## src/rtl/can_bit_timer.sv

```systemverilog
module can_bit_timer #(
  parameter logic [14:0] RST_TIMING = 15'h1600
) (
  input  logic        clk,
  input  logic        rst_n,
  input  logic        ctrl_wr,
  input  logic        ctrl_init,
  input  logic        cfg_wr,
  input  logic [14:0] cfg_word,
  input  logic        rx,
  input  logic        tx_in,
  input  logic        hard_sync_en,
  output logic        tx_out,
  output logic        sample_stb,
  output logic        tx_pt_stb,
  output logic        bit_end_stb,
  output logic        rx_bit,
  output logic        in_init
);

  localparam int PRE_W = 6;
  localparam int LEN_W = 6;

  typedef enum logic [1:0] {S_SYNC, S_TS1, S_TS2} seg_t;

  logic [14:0]      cfg_q;
  logic             init_q;
  seg_t             seg_q;
  logic [PRE_W-1:0] pre_q;
  logic [LEN_W-1:0] qc_q;
  logic [LEN_W-1:0] len_q;
  logic             rs_done_q;
  logic             rx_q;

  wire [PRE_W-1:0] pre_lim = cfg_q[5:0];
  wire [LEN_W-1:0] sjw_len = LEN_W'(cfg_q[7:6]) + LEN_W'(1);
  wire [LEN_W-1:0] ts1_len = LEN_W'(cfg_q[11:8]) + LEN_W'(1);
  wire [LEN_W-1:0] ts2_len = LEN_W'(cfg_q[14:12]) + LEN_W'(1);

  wire run    = ~init_q;
  wire tq_end = (pre_q == pre_lim);
  wire fall   = rx_q & ~rx;
  wire hsync  = run & fall & hard_sync_en;
  wire rs_ok  = run & fall & ~hard_sync_en & ~rs_done_q;
  wire rs1    = rs_ok & (seg_q == S_TS1);
  wire rs2    = rs_ok & (seg_q == S_TS2);

  wire [LEN_W-1:0] phase1 = qc_q + LEN_W'(1);
  wire [LEN_W-1:0] ext    = (phase1 > sjw_len) ? sjw_len : phase1;
  wire [LEN_W-1:0] rem2   = len_q - qc_q;
  wire             cut    = rs2 & (rem2 <= sjw_len);

  logic [LEN_W-1:0] len_eff;
  always_comb begin
    if (rs1)      len_eff = len_q + ext;
    else if (rs2) len_eff = len_q - sjw_len;
    else          len_eff = len_q;
  end

  wire seg_last = tq_end & (qc_q == len_eff - LEN_W'(1));
  wire restart  = hsync | cut;

  assign sample_stb  = run & ~restart & (seg_q == S_TS1) & seg_last;
  assign bit_end_stb = run & ~hsync & (((seg_q == S_TS2) & seg_last) | cut);
  assign tx_pt_stb   = run & (seg_q == S_SYNC) & (pre_q == '0);
  assign tx_out      = init_q | tx_in;
  assign in_init     = init_q;

  always_ff @(posedge clk or negedge rst_n) begin
    if (!rst_n) begin
      init_q    <= 1'b1;
      cfg_q     <= RST_TIMING;
      seg_q     <= S_SYNC;
      pre_q     <= '0;
      qc_q      <= '0;
      len_q     <= LEN_W'(1);
      rs_done_q <= 1'b0;
      rx_q      <= 1'b1;
      rx_bit    <= 1'b1;
    end else begin
      rx_q <= rx;
      if (ctrl_wr) init_q <= ctrl_init;
      if (cfg_wr && init_q) cfg_q <= cfg_word;
      if (sample_stb) rx_bit <= rx;
      if (!run || restart) begin
        seg_q     <= S_SYNC;
        pre_q     <= '0;
        qc_q      <= '0;
        len_q     <= LEN_W'(1);
        rs_done_q <= 1'b0;
      end else begin
        if (rs1 || rs2) rs_done_q <= 1'b1;
        len_q <= len_eff;
        if (tq_end) begin
          pre_q <= '0;
          if (seg_last) begin
            qc_q <= '0;
            case (seg_q)
              S_SYNC: begin
                seg_q <= S_TS1;
                len_q <= ts1_len;
              end
              S_TS1: begin
                seg_q <= S_TS2;
                len_q <= ts2_len;
              end
              default: begin
                seg_q     <= S_SYNC;
                len_q     <= LEN_W'(1);
                rs_done_q <= 1'b0;
              end
            endcase
          end else begin
            qc_q <= qc_q + LEN_W'(1);
          end
        end else begin
          pre_q <= pre_q + PRE_W'(1);
        end
      end
    end
  end

  a_r1_recessive_in_init: assert property (@(posedge clk) disable iff (!rst_n)
    init_q |-> tx_out);

  a_r3_cfg_frozen: assert property (@(posedge clk) disable iff (!rst_n)
    !init_q |=> $stable(cfg_q));

  a_r4_prescale_bound: assert property (@(posedge clk) disable iff (!rst_n)
    pre_q <= pre_lim);

  a_r7_end_then_start: assert property (@(posedge clk) disable iff (!rst_n)
    (bit_end_stb && !(ctrl_wr && ctrl_init)) |=> tx_pt_stb);

  a_r8_hsync_restart: assert property (@(posedge clk) disable iff (!rst_n)
    (hsync && !(ctrl_wr && ctrl_init)) |=> tx_pt_stb);

  a_r6_sample_leads_ts2: assert property (@(posedge clk) disable iff (!rst_n)
    (sample_stb && !(ctrl_wr && ctrl_init)) |=> (seg_q == S_TS2));

  a_r11_single_adjust: assert property (@(posedge clk) disable iff (!rst_n)
    (rs1 && !(ctrl_wr && ctrl_init)) |=> rs_done_q);

endmodule

```

## config.mk

```make
export PLATFORM = sky130hd
export DESIGN_NAME = can_bit_timer
export DESIGN_NICKNAME = d
export VERILOG_FILES = /design/src/rtl/can_bit_timer.sv
export SDC_FILE = /design/constraint.sdc
export NUM_CORES = 1
export LEC_CHECK = 0
export BUFFER_PORTS_ARGS = -buffer_cell sky130_fd_sc_hd__buf_2
export CORE_ASPECT_RATIO = 1.75
export CORE_MARGIN = 2
export CORE_UTILIZATION = 65
export CTS_CLUSTER_SIZE = 16
export DETAILED_ROUTE_END_ITERATION = 6
export GPL_TIMING_DRIVEN = 0
export PLACE_DENSITY = 0.86
export SYNTH_ARGS = -nofsm -noshare
export SYNTH_HDL_FRONTEND = slang
export SYNTH_SLANG_ARGS = --single-unit
```

## constraint.sdc

```tcl
create_clock -name clk -period 13.9 [get_ports clk]
set_clock_uncertainty 0.05 [all_clocks]
set_input_delay 2.78 -clock clk [delete_from_list [all_inputs] [get_ports clk]]
set_output_delay 2.78 -clock clk [all_outputs]
set_load 0.01 [all_outputs]
```

# Word level (Yosys, flattened, before mapping)
# Index checks and enable logic that the tools add are counted.
[word_totals] regBits=39 latch_bits=0 ram_bits=0 rom_bits=0 out_inout_bits=6 mem_count=0
[classes] addsub=9 n_mul=0 n_div=0 magnitude_cmp=2 n_eq_ne=4 n_shift=0 muxes=21 n_bitwise=26 n_reduce_logical=9
[op_table] cell="$mux 6" n=11
[op_table] cell="$and 1x1->1" n=17
[op_table] cell="$add 6x1->6 const B" n=2
[op_table] cell="$eq 6x6->1" n=2
[op_table] cell="$pmux 5 s2" n=1
[op_table] cell="$add 6x6->6" n=1
[op_table] cell="$gt 6x3->1" n=1
[op_table] cell="$le 6x3->1" n=1
[op_table] cell="$logic_not 6->1" n=1
[op_table] cell="$mux 2" n=3
[op_table] cell="$not 1->1" n=6
[op_table] cell="$sub 6x1->6 const B" n=1
[op_table] cell="$sub 6x3->6" n=1
[op_table] cell="$sub 6x6->6" n=1
[op_table] cell="$add 4x1->5 const B" n=1
[op_table] cell="$mux 1" n=5
[op_table] cell="$add 3x1->4 const B" n=1
[op_table] cell="$pmux 2 s2" n=1
[op_table] cell="$reduce_bool 2->1" n=2
[op_table] cell="$add 2x1->3 const B" n=1
[op_table] cell="$or 1x1->1" n=3
[op_table] cell="$eq 2x1->1 const B" n=1
[op_table] cell="$eq 2x2->1 const B" n=1
[op_table] cell="$logic_not 2->1" n=1
[op_table] cell="other kinds (4)" n=5

# Depth between registers and ports, before layout
# Gate-level depths: netlist (run 1).
[logic_depth] depth_word=14 mapped_depth=21

# Least setup slack after synthesis (run 1)
# No wires, ideal clock.
[synth_timing] path_kind="input -> output" startpoint="input port hard_sync_en" endpoint="output port bit_end_stb" arrival_time_ps=5004 required_ps=11070 setup_slack_ps=6066 stages=10 path_buffers=0 cell_sequence="nor3_4 a21oi_1 a311oi_4 nand2_2 ha_1 xnor2_1 or4_4 nor2_1 nand3_1 a21boi_0"
[synth_via] elab_chain_cells=12
[synth_rtl] element="from (decl)" line="12" rtl="input logic hard_sync_en,"
[synth_rtl] element="$not 1->1" line="44" rtl="wire rs_ok = run & fall & ~hard_sync_en & ~rs_done_q;"
[synth_rtl] element="$and 1x1->1 (2 in a row)" line="44"
[synth_rtl] element="$and 1x1->1" line="46" rtl="wire rs2 = rs_ok & (seg_q == S_TS2);"
[synth_rtl] element="$mux 6" line="56" rtl="else if (rs2) len_eff = len_q - sjw_len;"
[synth_rtl] element="$mux 6" line="55" rtl="if (rs1) len_eff = len_q + ext;"
[synth_rtl] element="$sub 6x1->6" line="60" rtl="wire seg_last = tq_end & (qc_q == len_eff - LEN_W'(1));"
[synth_rtl] element="$eq 6x6->1" line="60"
[synth_rtl] element="$and 1x1->1" line="60"
[synth_rtl] element="$and 1x1->1" line="64" rtl="assign bit_end_stb = run & ~hsync & (((seg_q == S_TS2) & seg_last) | cut);"
[synth_rtl] element="$or 1x1->1" line="64"
[synth_rtl] element="$and 1x1->1 (*)" line="64"
[synth_rtl] element="to (decl)" line="16" rtl="output logic bit_end_stb,"
# Mark *: on every way between the ends. The rest lies on a longest branch, timed or not.

# Final worst setup path (run 1)
[layout_timing] startpoint="input port rx" endpoint="output port bit_end_stb"
[layout_via] elab_chain_cells=14
[layout_rtl] element="from (decl)" line="10" rtl="input logic rx,"
[layout_rtl] element="$not 1->1 (*)" line="42" rtl="wire fall = rx_q & ~rx;"
[layout_rtl] element="$and 1x1->1 (*)" line="42"
[layout_rtl] element="$and 1x1->1 (*)" line="43, 44"
[layout_rtl] element="$and 1x1->1 (2 in a row)" line="44"
[layout_rtl] element="$and 1x1->1" line="46"
[layout_rtl] element="$mux 6" line="56"
[layout_rtl] element="$mux 6" line="55"
[layout_rtl] element="$sub 6x1->6" line="60"
[layout_rtl] element="$eq 6x6->1" line="60"
[layout_rtl] element="$and 1x1->1" line="60"
[layout_rtl] element="$and 1x1->1" line="64"
[layout_rtl] element="$or 1x1->1" line="64"
[layout_rtl] element="$and 1x1->1 (*)" line="64"
# Marked as above.

==> insert_results.sql, run 1 <==
INSERT INTO impl_metrics (metric_group, metric, value, unit) VALUES
('timing', 'setup_total_negative_slack', '0', 'ps'),
('synthesis', 'synthesized_instance_count', '330', ''),
('timing', 'final_hold_viol_count', '0', ''),
('die', 'fp.dieW', '56.79', 'um'),
('placement', 'place_hpwl', '5.780', 'mm'),
('grt', 'globalRoute.totalOverflow', '0', ''),
('detailed_routing', 'detailroute.via_count', '2608', ''),
('synthesis', 'syn_avg_cell_area', '9.604', 'um2'),
('grt', 'grt_first_pass_wirelength', '12.26', 'mm'),
('detailed_routing', 'route.met2.wl', '4.072', 'mm'),
('worst_setup_path', 'setup.worst_path.end', 'bit_end_stb', ''),
('finish', 'layout-area-overhead-vs-synth', '10.07', '%'),
('power_and_ir_drop', 'power_density', '105.1', 'mW/mm2'),
('worst_setup_path', 'cp.arrival', '5540', 'ps'),
('synthesis', 'share_of_the_yosys_chip_area_belonging_to_registers', '0.3107', ''),
('grt', 'first_global_vias', '2757', ''),
('clock_tree', 'post-cts-setup-buffers', '0', ''),
('worst_setup_path', 'crit_path_end_kind', 'output port', ''),
('die', 'die-height', '96.37', 'um'),
('power_and_ir_drop', 'power.leakage', '1.489', 'nW'),
('detailed_routing', 'routed-wl-met3', '289', 'um'),
('grt', 'largest_net_degree_at_the_start_of_global_routing', '40', ''),
('finish', 'insertedDiodeCount', '0', ''),
('timing', 'layout_min_cycle_time', '8371', 'ps'),
('worst_setup_path', 'worstSetupStartpointType', 'primary input', ''),
('clock_tree', 'cts_sinks', '39', ''),
('die', 'floorplan.rows', '33', ''),
('grt', 'grtUsageTotal', '0.2908', ''),
('worst_setup_path', 'reg2regPathDepth', '20', ''),
('finish', 'final_core_util', '0.7411', ''),
('finish', 'drive_gt1_frac', '0.2262', ''),
('worst_setup_path', 'cp-startpoint', 'rx', ''),
('flow_run', 'count_of_max_cap_constraint_violations', '0', ''),
('clock_tree', 'clockRootBuffer', 'sky130_fd_sc_hd__clkbuf_8', ''),
('timing', 'rsz0062_at_grt', 'no', ''),
('clock_tree', 'htree_levels', '2', ''),
('die', 'initial_core_util', '0.6733', ''),
('timing', 'worst_slew_margin_rel', '0.4392', ''),
('detailed_routing', 'wirelength_met1', '2.687', 'mm'),
('synthesis', 'ys_types', '61', ''),
('clock_tree', 'clock_tree_from_tritoncts', 'yes', ''),
('worst_setup_path', 'critPathMaxFanout', '7', ''),
('clock_tree', 'cts.clk_slew.worst_paths', '70', 'ps'),
('detailed_routing', 'drt_pass1_iterations', '5', ''),
('finish', 'n_fill_cell', '341', ''),
('detailed_routing', 'drt-wirelength-per-cell', '17.83', 'um'),
('worst_setup_path', 'timing.rr.end', 'rx_bit', ''),
('worst_setup_path', 'worstReg2RegStart', 'cfg_q[6]', ''),
('power_and_ir_drop', 'power.ir.vdd_worst', '0.1261', 'mV'),
('worst_setup_path', 'criticalPathCategory', 'in2out', ''),
('synthesis', 'share_of_async_settable_or_async_resettable_flops_after_synthesis', '1.000', ''),
('timing', 'final_setup_fails', '0', ''),
('clock_tree', 'clock_tree.buffer_depth', '2', ''),
('die', 'core', '0.004707', 'mm2'),
('die', 'dieArea', '0.005472', 'mm2'),
('synthesis', 'netlist_area', '0.003169', 'mm2'),
('finish', 'final_stage_net_count', '418', ''),
('synthesis', 'dominantRegCellSynth', 'sky130_fd_sc_hd__dfrtp_1', ''),
('detailed_routing', 'routed_via_density', '6.224', ''),
('synthesis', 'post_synth_edffs', '0', ''),
('synthesis', 'synthesis_warnings', '0', ''),
('placement', 'io_buffers', '28', ''),
('run_status', 'status', 'finished clean', ''),
('detailed_routing', 'dr.max_layer_used', 'met4', ''),
('detailed_routing', 'remaining_drc_errors', '0', ''),
('worst_hold_path', 'hold_path.class', 'reg2reg', ''),
('worst_setup_path', 'timing.reg2reg.setup_slack', '8220', 'ps'),
('die', 'ioPinCount', '29', ''),
('worst_setup_path', 'required_time_at_the_endpoint_of_the_critical_path', '11070', 'ps'),
('synthesis', 'ys_ff_latch', '39', ''),
('detailed_routing', 'ant_nets', '0', ''),
('clock_tree', 'cts_resized', '0', ''),
('grt', 'grt_antenna_before_repair', '0', ''),
('detailed_routing', 'routed_wirelength', '7.471', 'mm'),
('placement', 'gp_congestion', '0.8732', ''),
('clock_tree', 'worst_skew_pair.late_latency', '290', 'ps'),
('timing', 'post-route-period-util', '0.6022', ''),
('clock_tree', 'postCtsHoldBufs', '0', ''),
('clock_tree', 'cts-buffers-inserted', '5', ''),
('timing', 'maxSlewViolCount', '0', ''),
('timing', 'fmax', '119.5', 'MHz'),
('detailed_routing', 'drt-initial-drc-count', '108', ''),
('timing', 'max_slew.worst_pin.slew', '841.2', 'ps');
-- cells in the final DEF (no fill, tap or decap), types with 2 or more instances in the layout --
cell,instances
sky130_fd_sc_hd__conb_1,2
sky130_fd_sc_hd__o21ai_0,15
sky130_fd_sc_hd__o21a_1,2
sky130_fd_sc_hd__buf_2,29
sky130_fd_sc_hd__mux2i_1,9
sky130_fd_sc_hd__nor2b_1,6
sky130_fd_sc_hd__xor2_1,14
sky130_fd_sc_hd__xnor2_1,15
sky130_fd_sc_hd__clkbuf_8,5
sky130_fd_sc_hd__nor4_1,5
sky130_fd_sc_hd__a211oi_1,4
sky130_fd_sc_hd__inv_1,20
sky130_fd_sc_hd__a211oi_2,2
sky130_fd_sc_hd__dfstp_2,7
sky130_fd_sc_hd__nor2_1,30
sky130_fd_sc_hd__a31oi_1,5
sky130_fd_sc_hd__nor3b_1,3
sky130_fd_sc_hd__nand4_1,5
sky130_fd_sc_hd__o211ai_1,2
sky130_fd_sc_hd__clkbuf_1,7
sky130_fd_sc_hd__nand2b_1,5
sky130_fd_sc_hd__a21oi_1,11
sky130_fd_sc_hd__or3_1,3
sky130_fd_sc_hd__mux2_2,18
sky130_fd_sc_hd__fa_1,3
sky130_fd_sc_hd__mux2_1,2
sky130_fd_sc_hd__nand3_1,14
sky130_fd_sc_hd__nand2_1,17
sky130_fd_sc_hd__nand3b_1,4
sky130_fd_sc_hd__a211o_1,2
sky130_fd_sc_hd__nor3_1,5
sky130_fd_sc_hd__ha_1,26
sky130_fd_sc_hd__buf_6,2
sky130_fd_sc_hd__or2_2,4
sky130_fd_sc_hd__a21boi_0,4
sky130_fd_sc_hd__dfrtp_1,32
-- layer usage --
metal,vias to the layer above,track usage
met2,85,0.5523
met4,0,0.2229
met1,1237,0.2761
li1,1245,-
met5,-,0
met3,41,0.03862
-- kinds of logic (layout without fill, tap and decap cells) --
kind of cell,after synthesis,after routing,share of synthesized area
flip-flops,39,39,0.3107
multiplexers,29,29,0.09949
buffers and inverters,30,66,0.04185
adder cells (fa/ha/maj),29,29,0.1216
other,1,2,0.001183
AND/OR/NAND/NOR,113,113,0.1946
XOR/XNOR,29,29,0.08014
AO/OA/AOI/OAI,60,60,0.1504
-- synth_stat cells, types with 5 or more instances --
library cell	number	area [um2]
sky130_fd_sc_hd__nor2b_1	6	37.54
sky130_fd_sc_hd__dfrtp_1	32	800.8
sky130_fd_sc_hd__a21oi_1	11	55.05
sky130_fd_sc_hd__nand2b_1	5	31.28
sky130_fd_sc_hd__mux2i_1	9	90.09
sky130_fd_sc_hd__nor3_1	5	25.02
sky130_fd_sc_hd__xor2_1	14	122.6
sky130_fd_sc_hd__o21ai_0	15	75.07
sky130_fd_sc_hd__nand2_1	17	63.81
sky130_fd_sc_hd__nand3_1	14	70.07
sky130_fd_sc_hd__mux2_2	18	202.7
sky130_fd_sc_hd__nor2_1	30	112.6
sky130_fd_sc_hd__inv_1	20	75.07
sky130_fd_sc_hd__dfstp_2	7	183.9
sky130_fd_sc_hd__a31oi_1	5	31.28
sky130_fd_sc_hd__ha_1	26	325.3
sky130_fd_sc_hd__nor4_1	5	31.28
sky130_fd_sc_hd__clkbuf_1	6	22.52
sky130_fd_sc_hd__nand4_1	5	31.28
sky130_fd_sc_hd__xnor2_1	15	131.4
-- worst min-delay path by stage --
stage | from | endpoint | depth (start not counted)
3_3_place_gp | cfg_q[2] | cfg_q[2] | 1
3_5_place_dp | cfg_q[2] | cfg_q[2] | 1
2_1_floorplan | cfg_q[7] | cfg_q[7] | 1
5_1_grt | cfg_q[2] | cfg_q[2] | 1
4_1_cts | cfg_q[2] | cfg_q[2] | 1
6_report | cfg_q[2] | cfg_q[2] | 1
-- worst max-delay path, stage by stage --
cell and delay [ps]:
sky130_fd_sc_hd__buf_2 110, sky130_fd_sc_hd__and2b_1 260, sky130_fd_sc_hd__and4_1 220, sky130_fd_sc_hd__a211oi_2 420
sky130_fd_sc_hd__inv_1 130, sky130_fd_sc_hd__ha_1 230, sky130_fd_sc_hd__xnor2_1 140, sky130_fd_sc_hd__xnor2_1 140
sky130_fd_sc_hd__or4_4 450, sky130_fd_sc_hd__nor2_1 160, sky130_fd_sc_hd__nand3_1 80, sky130_fd_sc_hd__a21boi_0 240
sky130_fd_sc_hd__buf_2 180
-- where the power goes --
part	switching, mW	leakage, nW	internal, mW
clock network	0.0394	0.0514	0.0535
logic	0.0730	0.946	0.0603
registers	0.0131	0.492	0.127
total	0.125	1.49	0.241
-- state kept, by name (all words and copies together), names as in the netlist --
name,flops
cfg_q,15
in_init,1
len_q,6
pre_q,6
qc_q,6
rs_done_q,1
rx_bit,1
rx_q,1
seg_q,2
-- area by class of cell --
class / count / area [um2] / share of cell area
timing repair buffer: 28 / 140.1 / 0.04017
buffer: 10 / 57.56 / 0.01650
clock inverter: 2 / 37.54 / 0.01076
clock buffer: 6 / 72.57 / 0.02080
inverter: 20 / 75.07 / 0.02152
sequential: 39 / 984.7 / 0.2823
tap: 52 / 65.06 / 0.01865
multi-input combinational: 262 / 2056 / 0.5893
-- stage by stage --
stage          instance area, um2  power [mW]  std cells  worst slack (ps)  hold WS [ps]
6_report                     3488      0.3665        419              5529         477.2
5_1_grt                      3488      0.3852        419              5347         498.3
4_1_cts                      3488      0.3665        419              5561         481.2
3_5_place_dp                 3378      0.2724        411              5619         465.7
3_3_place_gp                 3378      0.2654        411              5680         459.2
2_1_floorplan                3173      0.2384        331              6066         433.6
(Power assumes the default switching activity.)
==> run 2, diff against run 1 <==
Settings changed: ABC_AREA set to 1, CORE_UTILIZATION 65 to 60, PLACE_DENSITY 0.86 to 0.8.
Clock period 13.9 ns to 8.4 ns, I/O delays scaled along.
==> run 2 against run 1 <==
Effect of this change: worst setup slack lost 3800 ps; combinational power rose by 120%; critical path depth up 10; area after synthesis down 1.0%; cell area down 0.65%; sequential share of layout area up 0.18 points; final cell count is 19% higher; register-to-register slack worse by 4500 ps; via count up 8.1%; critical endpoint unchanged; largest cell class unchanged.
==> insert_results.sql, run 2 <==
INSERT INTO impl_metrics (metric_group, metric, value, unit) VALUES
('timing', 'layout_setup_ws', '1758', 'ps'),
('synthesis', 'ys_ff_latch', '39', ''),
('worst_setup_path', 'cp_top_family', 'adder cells', ''),
('finish', 'layout.cells.most_common', 'sky130_fd_sc_hd__nand2_1', ''),
('grt', 'largest_net_degree_at_the_start_of_global_routing', '40', ''),
('timing', 'max_slew.worst_pin.slew', '837.1', 'ps'),
('synthesis', 'netlist_area', '0.003137', 'mm2'),
('die', 'floorplan.rows', '34', ''),
('die', 'die-height', '99.65', 'um'),
('placement', 'dp_worst_setup_slack', '2170', 'ps'),
('detailed_routing', 'ant_nets', '0', ''),
('run_status', 'status', 'finished clean', ''),
('timing', 'final_hold_viol_count', '0', ''),
('worst_hold_path', 'hold_path.class', 'reg2reg', ''),
('clock_tree', 'cts_sinks', '39', ''),
('clock_tree', 'cts_resized', '0', ''),
('grt', 'first_global_vias', '2945', ''),
('detailed_routing', 'drt_pass1_iterations', '4', ''),
('clock_tree', 'worst_skew_pair.late_latency', '290', 'ps'),
('worst_setup_path', 'criticalPathCategory', 'reg2out', ''),
('detailed_routing', 'routed_wirelength', '7.159', 'mm'),
('clock_tree', 'post-cts-setup-buffers', '0', ''),
('synthesis', 'share_of_async_settable_or_async_resettable_flops_after_synthesis', '1.000', ''),
('worst_hold_path', 'min_delay_path_depth', '2', ''),
('clock_tree', 'clockRootBuffer', 'sky130_fd_sc_hd__clkbuf_8', ''),
('synthesis', 'synthDominantAreaCellType', 'sky130_fd_sc_hd__dfrtp_1', ''),
('die', 'dieArea', '0.005845', 'mm2'),
('clock_tree', 'clock_tree.buffer_depth', '2', ''),
('finish', 'largest_register_ff_count', '15', ''),
('worst_setup_path', 'timing.rr.end', 'seg_q[1]', ''),
('synthesis', 'dominantRegCellSynth', 'sky130_fd_sc_hd__dfrtp_1', ''),
('worst_setup_path', 'timing.reg2reg.setup_slack', '3770', 'ps'),
('synthesis', 'post_synth_edffs', '0', ''),
('worst_setup_path', 'slowest_delay', '460', 'ps'),
('worst_hold_path', 'hold_path.startpoint', 'rx_bit', ''),
('timing', 'layout_min_cycle_time', '6642', 'ps'),
('worst_setup_path', 'worstReg2RegStart', 'qc_q[0]', ''),
('clock_tree', 'htree_levels', '2', ''),
('worst_setup_path', 'worstPathBufferInverterCount', '3', ''),
('synthesis', 'synth_top_cell_area_share', '0.2553', ''),
('finish', 'registers.top_by_ff_count', 'cfg_q', ''),
('finish', 'drive_gt1_frac', '0.2140', ''),
('worst_setup_path', 'most_frequent_cp_cell', 'sky130_fd_sc_hd__ha_1', ''),
('die', 'fp.dieW', '58.66', 'um'),
('grt', 'grtUsageTotal', '0.2838', ''),
('worst_setup_path', 'worstSetupStartpointType', 'flop', ''),
('timing', 'maxSlewViolCount', '0', ''),
('grt', 'grt_first_pass_wirelength', '12.79', 'mm'),
('detailed_routing', 'drt-initial-drc-count', '90', ''),
('worst_setup_path', 'crit_path_end_kind', 'output port', ''),
('worst_hold_path', 'min_delay_worst_endpoint', 'rx_bit', ''),
('worst_setup_path', 'cp.arrival', '4910', 'ps'),
('flow_run', 'count_of_max_cap_constraint_violations', '0', ''),
('timing', 'fmax', '150.5', 'MHz'),
('timing', 'worst_slew_margin_rel', '0.4419', ''),
('worst_setup_path', 'worstPathCellList', 'ha_1 > xor2_1 > ha_1 > inv_1 > o21bai_1 > a2111o_1 > o21ai_0 > ha_1 > fa_1 > or2_4 > nand2_4 > ha_1 > xnor2_1 > nor2_1 > nand2_1 > nor2_1 > nand3_1 > inv_1 > nand2_2 > nor2_8 > nand2_1 > a21oi_1 > buf_2', ''),
('grt', 'globalRoute.totalOverflow', '0', ''),
('placement', 'place_hpwl', '5.738', 'mm'),
('power_and_ir_drop', 'power.leakage', '1.815', 'nW'),
('synthesis', 'synthesized_instance_count', '407', ''),
('die', 'initial_core_util', '0.6249', ''),
('synthesis', 'synthesis_warnings', '0', ''),
('grt', 'grt_antenna_before_repair', '0', ''),
('placement', 'gp_congestion', '0.9551', ''),
('clock_tree', 'cts.clk_slew.worst_paths', '80', 'ps'),
('power_and_ir_drop', 'power.ir.vdd_worst', '0.1520', 'mV'),
('placement', 'io_buffers', '28', ''),
('timing', 'setup_total_negative_slack', '0', 'ps'),
('worst_setup_path', 'critPathMaxFanout', '8', ''),
('finish', 'commonest_non_fill_non_tap_cells_in_the_layout', 'sky130_fd_sc_hd__nand2_1 (88), sky130_fd_sc_hd__nand3_1 (51), sky130_fd_sc_hd__inv_1 (50)', ''),
('detailed_routing', 'routed_via_density', '5.663', ''),
('finish', 'insertedDiodeCount', '0', ''),
('worst_setup_path', 'required_time_at_the_endpoint_of_the_critical_path', '6670', 'ps'),
('worst_setup_path', 'reg2regPathDepth', '21', ''),
('clock_tree', 'postCtsHoldBufs', '0', ''),
('power_and_ir_drop', 'power_density', '200.2', 'mW/mm2'),
('timing', 'rsz0062_at_grt', 'no', ''),
('timing', 'post-route-period-util', '0.7908', ''),
('clock_tree', 'cts-buffers-inserted', '5', ''),
('clock_tree', 'clock_tree_from_tritoncts', 'yes', ''),
('detailed_routing', 'detailroute.via_count', '2820', ''),
('synthesis', 'share_of_the_yosys_chip_area_belonging_to_registers', '0.3139', ''),
('finish', 'final_stage_net_count', '495', ''),
('detailed_routing', 'drt-wirelength-per-cell', '14.38', 'um'),
('synthesis', 'synth.area.top_cells', 'sky130_fd_sc_hd__dfrtp_1 (26%), sky130_fd_sc_hd__nand2_1 (11%), sky130_fd_sc_hd__ha_1 (10%)', ''),
('die', 'core', '0.005020', 'mm2'),
('die', 'ioPinCount', '29', ''),
('finish', 'layout-area-overhead-vs-synth', '10.49', '%'),
('timing', 'final_setup_fails', '0', ''),
('synthesis', 'ys_types', '38', ''),
('synthesis', 'dominant_cell_by_count_in_the_synthesized_netlist', 'sky130_fd_sc_hd__nand2_1', ''),
('worst_setup_path', 'critPathSlowestCell', 'sky130_fd_sc_hd__dfrtp_1', ''),
('synthesis', 'synth_commonest_cells', 'sky130_fd_sc_hd__nand2_1 (88), sky130_fd_sc_hd__nand3_1 (51), sky130_fd_sc_hd__inv_1 (50)', ''),
('synthesis', 'syn_avg_cell_area', '7.707', 'um2'),
('detailed_routing', 'remaining_drc_errors', '0', '');
run 2: cell types whose count changed in the layout (fill, tap and decap cells not counted), moves of 9 or more:
cell,delta
sky130_fd_sc_hd__a21oi_1,+9
sky130_fd_sc_hd__mux2i_1,-9
sky130_fd_sc_hd__inv_1,+30
sky130_fd_sc_hd__nand2_1,+71
sky130_fd_sc_hd__xnor2_1,-13
sky130_fd_sc_hd__nand3_1,+37
sky130_fd_sc_hd__inv_2,+9
run 2: stage by stage:
step	hold slack [ps]	util	total power, mW	instance area, um2	cells
after CTS	434.6	0.6904	0.6973	3466	498
final	432.5	0.6904	0.6937	3466	498
after floorplan	421.8	-	0.4591	3141	408
after global routing	469.7	0.6904	0.7509	3466	498
after global placement	417.8	0.6670	0.5209	3348	490
after detailed placement	422.8	0.6670	0.5327	3348	490
run 2: worst max-delay path by stage:
stage / start / end / cells past startpoint
floorplan: cfg_q[6] / bit_end_stb / 23
global placement: qc_q[0] / bit_end_stb / 23
detailed placement: cfg_q[7] / bit_end_stb / 23
CTS: qc_q[0] / bit_end_stb / 23
global route: cfg_q[7] / bit_end_stb / 23
finish: qc_q[0] / bit_end_stb / 23
run 2: logic make-up (layout without fill, tap and decap cells):
| kind of cell | count (synthesis) | count (layout) | synth area share |
|---|---|---|---|
| simple gates | 209 | 209 | 0.3247 |
| mux | 10 | 10 | 0.03590 |
| flops | 39 | 39 | 0.3139 |
| other cells | 1 | 2 | 0.001196 |
| xor+xnor | 16 | 16 | 0.04468 |
| fa+ha+maj | 29 | 29 | 0.1229 |
| compound gates | 40 | 40 | 0.07898 |
| buf+inv | 63 | 99 | 0.07778 |
run 2: power breakdown:
| group | internal [mW] | switching [mW] | total [mW] |
|---|---|---|---|
| sequential | 0.213 | 0.0234 | 0.236 |
| clock | 0.0960 | 0.0642 | 0.160 |
| combinational | 0.124 | 0.174 | 0.298 |
run 2: area by class of cell:
| type | instances | area [um2] |
|---|---|---|
| fill | 422 | 1554 |
| timing repair buffer | 28 | 140.1 |
| buffer | 4 | 22.52 |
| clock inverter | 2 | 35.03 |
| sequential | 39 | 984.7 |
| inverter | 59 | 221.5 |
| tap | 54 | 67.56 |
| multi-input combinational | 306 | 1912 |
| clock buffer | 6 | 82.58 |
run 2: routing by layer:
layer / share of wire / up-vias / wire [um] / global-route usage
met2: 0.55 / 67 / 3934 / 0.5169
li1: - / 1398 / - / -
met3: 0.030 / 33 / 217 / 0.03511
met1: 0.36 / 1322 / 2551 / 0.2887
met4: 0.064 / 0 / 456 / 0.1888
met5: 0 / - / 0 / 0
run 2: tightest hold or removal path, cell delays in order (launching register included):
cell and delay (ps):
sky130_fd_sc_hd__dfstp_2 370, sky130_fd_sc_hd__nand2_1 70, sky130_fd_sc_hd__o21ai_2 50
